==> config.mk <==
export PLATFORM = sky130hd
export DESIGN_NAME = link_qual_mon
export DESIGN_NICKNAME = d
export VERILOG_FILES = /design/src/rtl/lqm_pkg.sv /design/src/rtl/lqm_score.sv /design/src/rtl/lqm_errcnt.sv /design/src/rtl/lqm_link.sv /design/src/rtl/link_qual_mon.sv
export SDC_FILE = /design/constraint.sdc
export NUM_CORES = 1
export LEC_CHECK = 0
export ABC_AREA = 1
export BUFFER_PORTS_ARGS = -buffer_cell sky130_fd_sc_hd__buf_2
export CAP_MARGIN = 40
export CORE_MARGIN = 2
export CORE_UTILIZATION = 40
export CTS_CLUSTER_DIAMETER = 120
export DETAILED_ROUTE_END_ITERATION = 7
export GPL_ROUTABILITY_DRIVEN = 1
export GPL_TIMING_DRIVEN = 0
export HOLD_SLACK_MARGIN = 0.08
export PLACE_DENSITY = 0.58
export SLEW_MARGIN = 20
export SYNTH_ARGS = -nofsm -noshare
export SYNTH_HDL_FRONTEND = slang
export SYNTH_SLANG_ARGS = --single-unit
==> constraint.sdc <==
create_clock -name clk -period 5.8 [get_ports clk]
set_input_delay 1.16 -clock clk [delete_from_list [all_inputs] [get_ports clk]]
set_output_delay 1.16 -clock clk [all_outputs]
set_load 0.005 [all_outputs]
==> src/rtl/lqm_pkg.sv <==
package lqm_pkg;

    typedef enum logic [1:0] {
        LNK_DOWN = 2'd0,
        LNK_UP   = 2'd1,
        LNK_HELD = 2'd2
    } link_st_e;

    typedef struct packed {
        logic good;
        logic bad;
    } chan_ind_t;

    // Score contribution of one channel; a damaged word outranks a clean one.
    function automatic int chan_delta(chan_ind_t c);
        if (c.bad)
            return -1;
        else if (c.good)
            return 1;
        else
            return 0;
    endfunction

    function automatic int clamp_int(int v, int lo, int hi);
        if (v < lo)
            return lo;
        else if (v > hi)
            return hi;
        else
            return v;
    endfunction

endpackage

==> src/rtl/lqm_score.sv <==
module lqm_score
    import lqm_pkg::*;
#(
    parameter int QW     = 4,
    parameter int Q_INIT = 8
) (
    input  logic          clk,
    input  logic          rst,
    input  logic          load_init,
    input  logic          update_en,
    input  chan_ind_t     fp_ind,
    input  chan_ind_t     sf_ind,
    output logic [QW-1:0] q,
    output logic [QW-1:0] q_next
);
    localparam int QMAX = (1 << QW) - 1;

    always_comb begin
        int sum;
        sum = int'(q) + chan_delta(fp_ind) + chan_delta(sf_ind);
        q_next = QW'(clamp_int(sum, 0, QMAX));
    end

    always_ff @(posedge clk) begin
        if (rst || load_init)
            q <= QW'(Q_INIT);
        else if (update_en)
            q <= q_next;
    end
endmodule

==> src/rtl/lqm_errcnt.sv <==
module lqm_errcnt
    import lqm_pkg::*;
#(
    parameter int CW      = 8,
    parameter int THR_RST = 4
) (
    input  logic          clk,
    input  logic          rst,
    input  logic          clear,
    input  logic          update_en,
    input  chan_ind_t     fp_ind,
    input  logic          thr_we,
    input  logic [CW-1:0] thr_wdata,
    output logic [CW-1:0] cnt,
    output logic          over_next
);
    localparam logic [CW-1:0] CMAX = {CW{1'b1}};

    logic [CW-1:0] thr;
    logic [CW-1:0] cnt_next;

    always_comb begin
        if (fp_ind.bad)
            cnt_next = (cnt == CMAX) ? CMAX : cnt + 1'b1;
        else if (fp_ind.good)
            cnt_next = '0;
        else
            cnt_next = cnt;
        over_next = cnt_next > thr;
    end

    always_ff @(posedge clk) begin
        if (rst)
            thr <= CW'(THR_RST);
        else if (thr_we)
            thr <= thr_wdata;
    end

    always_ff @(posedge clk) begin
        if (rst || clear)
            cnt <= '0;
        else if (update_en)
            cnt <= cnt_next;
    end
endmodule

==> src/rtl/lqm_link.sv <==
module lqm_link
    import lqm_pkg::*;
(
    input  logic     clk,
    input  logic     rst,
    input  logic     sw_prst,
    input  logic     link_estab,
    input  logic     trip,
    output link_st_e state,
    output logic     update_en,
    output logic     load_init,
    output logic     reset_req
);
    assign update_en = (state == LNK_UP) && !sw_prst;
    assign load_init = sw_prst || ((state != LNK_UP) && link_estab);

    always_ff @(posedge clk) begin
        if (rst) begin
            state     <= LNK_DOWN;
            reset_req <= 1'b0;
        end else if (sw_prst) begin
            state     <= LNK_HELD;
            reset_req <= 1'b0;
        end else begin
            reset_req <= 1'b0;
            case (state)
                LNK_UP: begin
                    if (trip) begin
                        state     <= LNK_DOWN;
                        reset_req <= 1'b1;
                    end
                end
                default: begin
                    if (link_estab)
                        state <= LNK_UP;
                    else
                        state <= LNK_DOWN;
                end
            endcase
        end
    end
endmodule

==> src/rtl/link_qual_mon.sv <==
module link_qual_mon
    import lqm_pkg::*;
#(
    parameter int QW      = 4,
    parameter int Q_INIT  = 8,
    parameter int Q_WARN  = 14,
    parameter int CW      = 8,
    parameter int THR_RST = 4
) (
    input  logic          clk,
    input  logic          rst,
    input  logic          fpos_ok,
    input  logic          fpos_err,
    input  logic          safe_ok,
    input  logic          safe_err,
    input  logic          sw_prst,
    input  logic          link_estab,
    input  logic          thr_we,
    input  logic [CW-1:0] thr_wdata,
    output logic [QW-1:0] quality,
    output logic          link_up,
    output logic          low_q_warn,
    output logic [CW-1:0] err_count,
    output logic          reset_req
);
    chan_ind_t     fp_ind;
    chan_ind_t     sf_ind;
    link_st_e      state;
    logic          update_en;
    logic          load_init;
    logic          over_next;
    logic [QW-1:0] q_next;
    logic          trip;

    assign fp_ind = '{good: fpos_ok, bad: fpos_err};
    assign sf_ind = '{good: safe_ok, bad: safe_err};

    lqm_score #(.QW(QW), .Q_INIT(Q_INIT)) u_score (
        .clk       (clk),
        .rst       (rst),
        .load_init (load_init),
        .update_en (update_en),
        .fp_ind    (fp_ind),
        .sf_ind    (sf_ind),
        .q         (quality),
        .q_next    (q_next)
    );

    lqm_errcnt #(.CW(CW), .THR_RST(THR_RST)) u_errcnt (
        .clk       (clk),
        .rst       (rst),
        .clear     (load_init),
        .update_en (update_en),
        .fp_ind    (fp_ind),
        .thr_we    (thr_we),
        .thr_wdata (thr_wdata),
        .cnt       (err_count),
        .over_next (over_next)
    );

    assign trip = update_en && ((q_next == '0) || over_next);

    lqm_link u_link (
        .clk        (clk),
        .rst        (rst),
        .sw_prst    (sw_prst),
        .link_estab (link_estab),
        .trip       (trip),
        .state      (state),
        .update_en  (update_en),
        .load_init  (load_init),
        .reset_req  (reset_req)
    );

    assign link_up    = (state == LNK_UP);
    assign low_q_warn = (int'(quality) < Q_WARN);
endmodule

==> results.ini <==
[final_layout]
nNetsFinal = 366
post_route_cells_drive_above_1_share_pct = 16.7
final_cell_area_um2 = 2270
ff_latch_area_um2 = 460
syn_to_final_growth_pct = 14.4
fin_util_pct = 47.7
layoutNonFillerInstCount = 384
fillCellCount = 518
multi_input_comb_area_um2 = 1300
num_antenna_cells = 0

[logic_synthesis]
post_synth.cell_area_avg_um2 = 7.03
yosys_most_used_dff = sky130_fd_sc_hd__dfxtp_1
synth_sequential_area_ratio_pct = 23.2
synth_commonest_cells = sky130_fd_sc_hd__inv_1, sky130_fd_sc_hd__nand2_1, sky130_fd_sc_hd__o21ai_0, sky130_fd_sc_hd__a21oi_1, sky130_fd_sc_hd__ha_1
asyncSetResetFlopFracSynth_pct = 0
netlist_instances = 282
synthTopCellsByArea = sky130_fd_sc_hd__dfxtp_1, sky130_fd_sc_hd__ha_1, sky130_fd_sc_hd__inv_1, sky130_fd_sc_hd__nand2_1, sky130_fd_sc_hd__o21ai_0
synth_enable_flop_cells = 0
post_synth_design_cell_area_um2 = 1980
ys_warn_count = 0
synth_top_cell_by_area = sky130_fd_sc_hd__dfxtp_1
synth_largest_type_area_fraction_pct = 23.2
synthesis.nets = 330
synthMostInstantiatedCell = sky130_fd_sc_hd__inv_1
ys_seq_elements = 23
yosys.cell_types.count = 32

[placement]
placed_cells_incl_taps = 380
gp_congestion = 0.824
place_worst_setup_slack_ns = 0.0778
placement.cell_area_um2 = 2220
place_hpwl_um = 3540
place.port_buffers = 31

[sta]
final.period_utilization_pct = 92.3
timing.setup.tns_ns = 0
min_period_ns = 5.35
slew_headroom_pct = 69.3
min_setup_slack_post_route_ns = 0.445
setup_repair_after_global_routing_missed_its_margin = false
worst_clock_skew_ns = 0.00237
final-max-slew-violation-count = 0
finalSetupViolations = 0
finalHoldWorstSlack_ns = 0.467
clock.fmax_mhz = 187
timing_worst_slew_pin_value_ns = 0.460
finalHoldViolations = 0

[route]
drt_pre_antenna_iters = 4
avgViaCountPerCell = 4.76
drt-wirelength-per-cell_um = 11.5
routed_wl_um = 4400
drt.antenna.violating_nets = 0
drc = 0
via_count = 1826
first_iter_violations = 76

[worst_setup_path]
cp_data_arrival_time_ns = 5.57
worstSetupPathType = primary input to flip-flop
worstSetupStartpointType = primary input
critical_path.max_fanout = 9
critPathRequiredTime_ns = 6.01
cp-end-kind = flip-flop

[global_route]
busiest_layer = met2
globalRouteMet1Util_pct = 22.2
groute.layer.met3.usage_pct = 1.63
grt_use_total_pct = 17.3
grt_max_degree = 15
grt_first_pass_wirelength_um = 7480
antenna_found_initial = 0
grt_pass1_vias = 1716
grtUsageMet2_pct = 31.7
grt_remaining_overflow = 0

[hold_path]
worst_hold_path_type = flip-flop to flip-flop

[clock_network]
post_cts.resized_instances = 0
ctsHoldBuffers = 0
clock-root-buffer = sky130_fd_sc_hd__clkbuf_8
clock_path_buffers = 2
path_clk_slew_ns = 0.09
cts_tree = yes
clock-sinks = 23
clock_tree.htree_level_count = 1
clock_insertion_delay_worst_skew_ns = 0.26
cts-buffers-inserted = 3
post-cts-setup-buffer-count = 0

[floorplan]
fp.dieArea_um2 = 5530
floorplan.die.height_um = 74.4
num_rows = 25
die-width_um = 74.4
placeableCoreArea_um2 = 4750
initial_core_util_pct = 41.7
floorplan.io_pins = 32

[pwr]
ir_worst_vdd_v = 0.0000908
post-layout-total-power_mw = 0.377
power.leakage_nw = 1.18
p_seq_share_pct = 43.7
switch_share_pct = 32.7
p_int_mw = 0.254
p_per_area_nw_per_um2 = 167
power.share.combinational_pct = 29.4
switchingPower_mw = 0.123
clock_power_share_pct = 26.9

[run]
maxCapViolations = 0

[status]
status = complete, no violations

power by group through the flow:
stage / sequential [mW] / combinational [mW] / clock [mW]
6_report: 0.165 / 0.111 / 0.101
5_1_grt: 0.166 / 0.131 / 0.109
4_1_cts: 0.165 / 0.113 / 0.104
3_5_place_dp: 0.169 / 0.112 / 0
3_3_place_gp: 0.169 / 0.111 / 0
2_1_floorplan: 0.168 / 0.0848 / 0
routing by layer:
metal,vias up,share of wire [%]
li1,995,-
met1,808,50
met2,19,48
met3,4,1.5
met4,0,0.48
met5,-,0
flip-flops by register name (all words and copies together) (netlist names):
signal and flops:
u_errcnt.cnt 8, u_errcnt.thr 8, u_score.q 4, u_link.state 2
u_link.reset_req 1
cell usage in the layout, fill, tap and decap left out:
| cell | instances |
|---|---|
| sky130_fd_sc_hd__nand3b_1 | 1 |
| sky130_fd_sc_hd__or2_2 | 4 |
| sky130_fd_sc_hd__nor3_2 | 1 |
| sky130_fd_sc_hd__o22ai_1 | 1 |
| sky130_fd_sc_hd__inv_2 | 3 |
| sky130_fd_sc_hd__clkbuf_8 | 3 |
| sky130_fd_sc_hd__nor2_4 | 2 |
| sky130_fd_sc_hd__nand3_2 | 2 |
| sky130_fd_sc_hd__buf_2 | 31 |
| sky130_fd_sc_hd__nand2_2 | 1 |
| sky130_fd_sc_hd__nor2_2 | 2 |
| sky130_fd_sc_hd__o21bai_1 | 2 |
| sky130_fd_sc_hd__a211oi_1 | 2 |
| sky130_fd_sc_hd__dfxtp_1 | 23 |
| sky130_fd_sc_hd__o21ai_0 | 28 |
| sky130_fd_sc_hd__buf_4 | 1 |
| sky130_fd_sc_hd__nand4_1 | 3 |
| sky130_fd_sc_hd__inv_1 | 49 |
| sky130_fd_sc_hd__ha_1 | 25 |
| sky130_fd_sc_hd__o211ai_1 | 2 |
| sky130_fd_sc_hd__or3_1 | 1 |
| sky130_fd_sc_hd__clkinv_2 | 1 |
| sky130_fd_sc_hd__xor2_1 | 2 |
| sky130_fd_sc_hd__nor2_8 | 1 |
| sky130_fd_sc_hd__nand4_2 | 1 |
| sky130_fd_sc_hd__fa_1 | 6 |
| sky130_fd_sc_hd__nor3_1 | 5 |
| sky130_fd_sc_hd__nand2_1 | 38 |
| sky130_fd_sc_hd__a21oi_1 | 27 |
| sky130_fd_sc_hd__clkbuf_1 | 4 |
| sky130_fd_sc_hd__nor2_1 | 23 |
| sky130_fd_sc_hd__a22oi_1 | 1 |
| sky130_fd_sc_hd__nand3_1 | 13 |
| sky130_fd_sc_hd__clkinv_1 | 1 |
| sky130_fd_sc_hd__o21ai_1 | 7 |
path summary, 6_finish.rpt:
path / startpoint / slack [ns] / end / cells after the start
setup / recovery: fpos_err / 0.45 / u_link.reset_req$_SDFF_PP0_ / 25
hold / removal: u_errcnt.thr[6]$_SDFFE_PP0P_ / 0.47 / u_errcnt.thr[6]$_SDFFE_PP0P_ / 2
setup reg to reg: u_score.q[1]$_SDFFE_PP0P_ / 1.73 / u_link.reset_req$_SDFF_PP0_ / 23
hold reg to reg: u_errcnt.thr[6]$_SDFFE_PP0P_ / 0.47 / u_errcnt.thr[6]$_SDFFE_PP0P_ / 2
critical path: stages:
cell	delay, ns
sky130_fd_sc_hd__buf_2	0.18
sky130_fd_sc_hd__clkbuf_1	0.37
sky130_fd_sc_hd__inv_1	0.21
sky130_fd_sc_hd__fa_1	0.58
sky130_fd_sc_hd__inv_1	0.04
sky130_fd_sc_hd__ha_1	0.23
sky130_fd_sc_hd__fa_1	0.41
sky130_fd_sc_hd__nand3_1	0.12
sky130_fd_sc_hd__nand3_2	0.10
sky130_fd_sc_hd__inv_1	0.08
sky130_fd_sc_hd__o21ai_0	0.08
sky130_fd_sc_hd__ha_1	0.19
sky130_fd_sc_hd__or2_2	0.29
sky130_fd_sc_hd__ha_1	0.27
sky130_fd_sc_hd__nor2_1	0.10
sky130_fd_sc_hd__nand2_1	0.07
sky130_fd_sc_hd__a21oi_1	0.13
sky130_fd_sc_hd__nand2_1	0.14
sky130_fd_sc_hd__nor2_8	0.11
sky130_fd_sc_hd__nand4_2	0.15
sky130_fd_sc_hd__o21bai_1	0.22
sky130_fd_sc_hd__nand3_1	0.12
sky130_fd_sc_hd__nor2_2	0.11
sky130_fd_sc_hd__nor2_1	0.06
sky130_fd_sc_hd__nor2_2	0.08
cell families after synthesis:
logic type | after synthesis | share of synthesized area, %
flip-flops | 23 | 23.2
buffers and inverters | 58 | 11.2
AO/OA/AOI/OAI | 70 | 18.6
XOR/XNOR | 2 | 0.884
AND/OR/NAND/NOR | 98 | 24.2
adder cells (fa/ha/maj) | 31 | 21.8
layout make-up:
cell class / count / area share [%]
buffer: 5 / 0.993
sequential: 23 / 20.3
inverter: 53 / 8.77
timing repair buffer: 31 / 6.84
clock inverter: 1 / 0.221
tap: 67 / 3.70
clock buffer: 3 / 1.82
multi-input combinational: 201 / 57.3
Power figures use the tool's default switching activity.
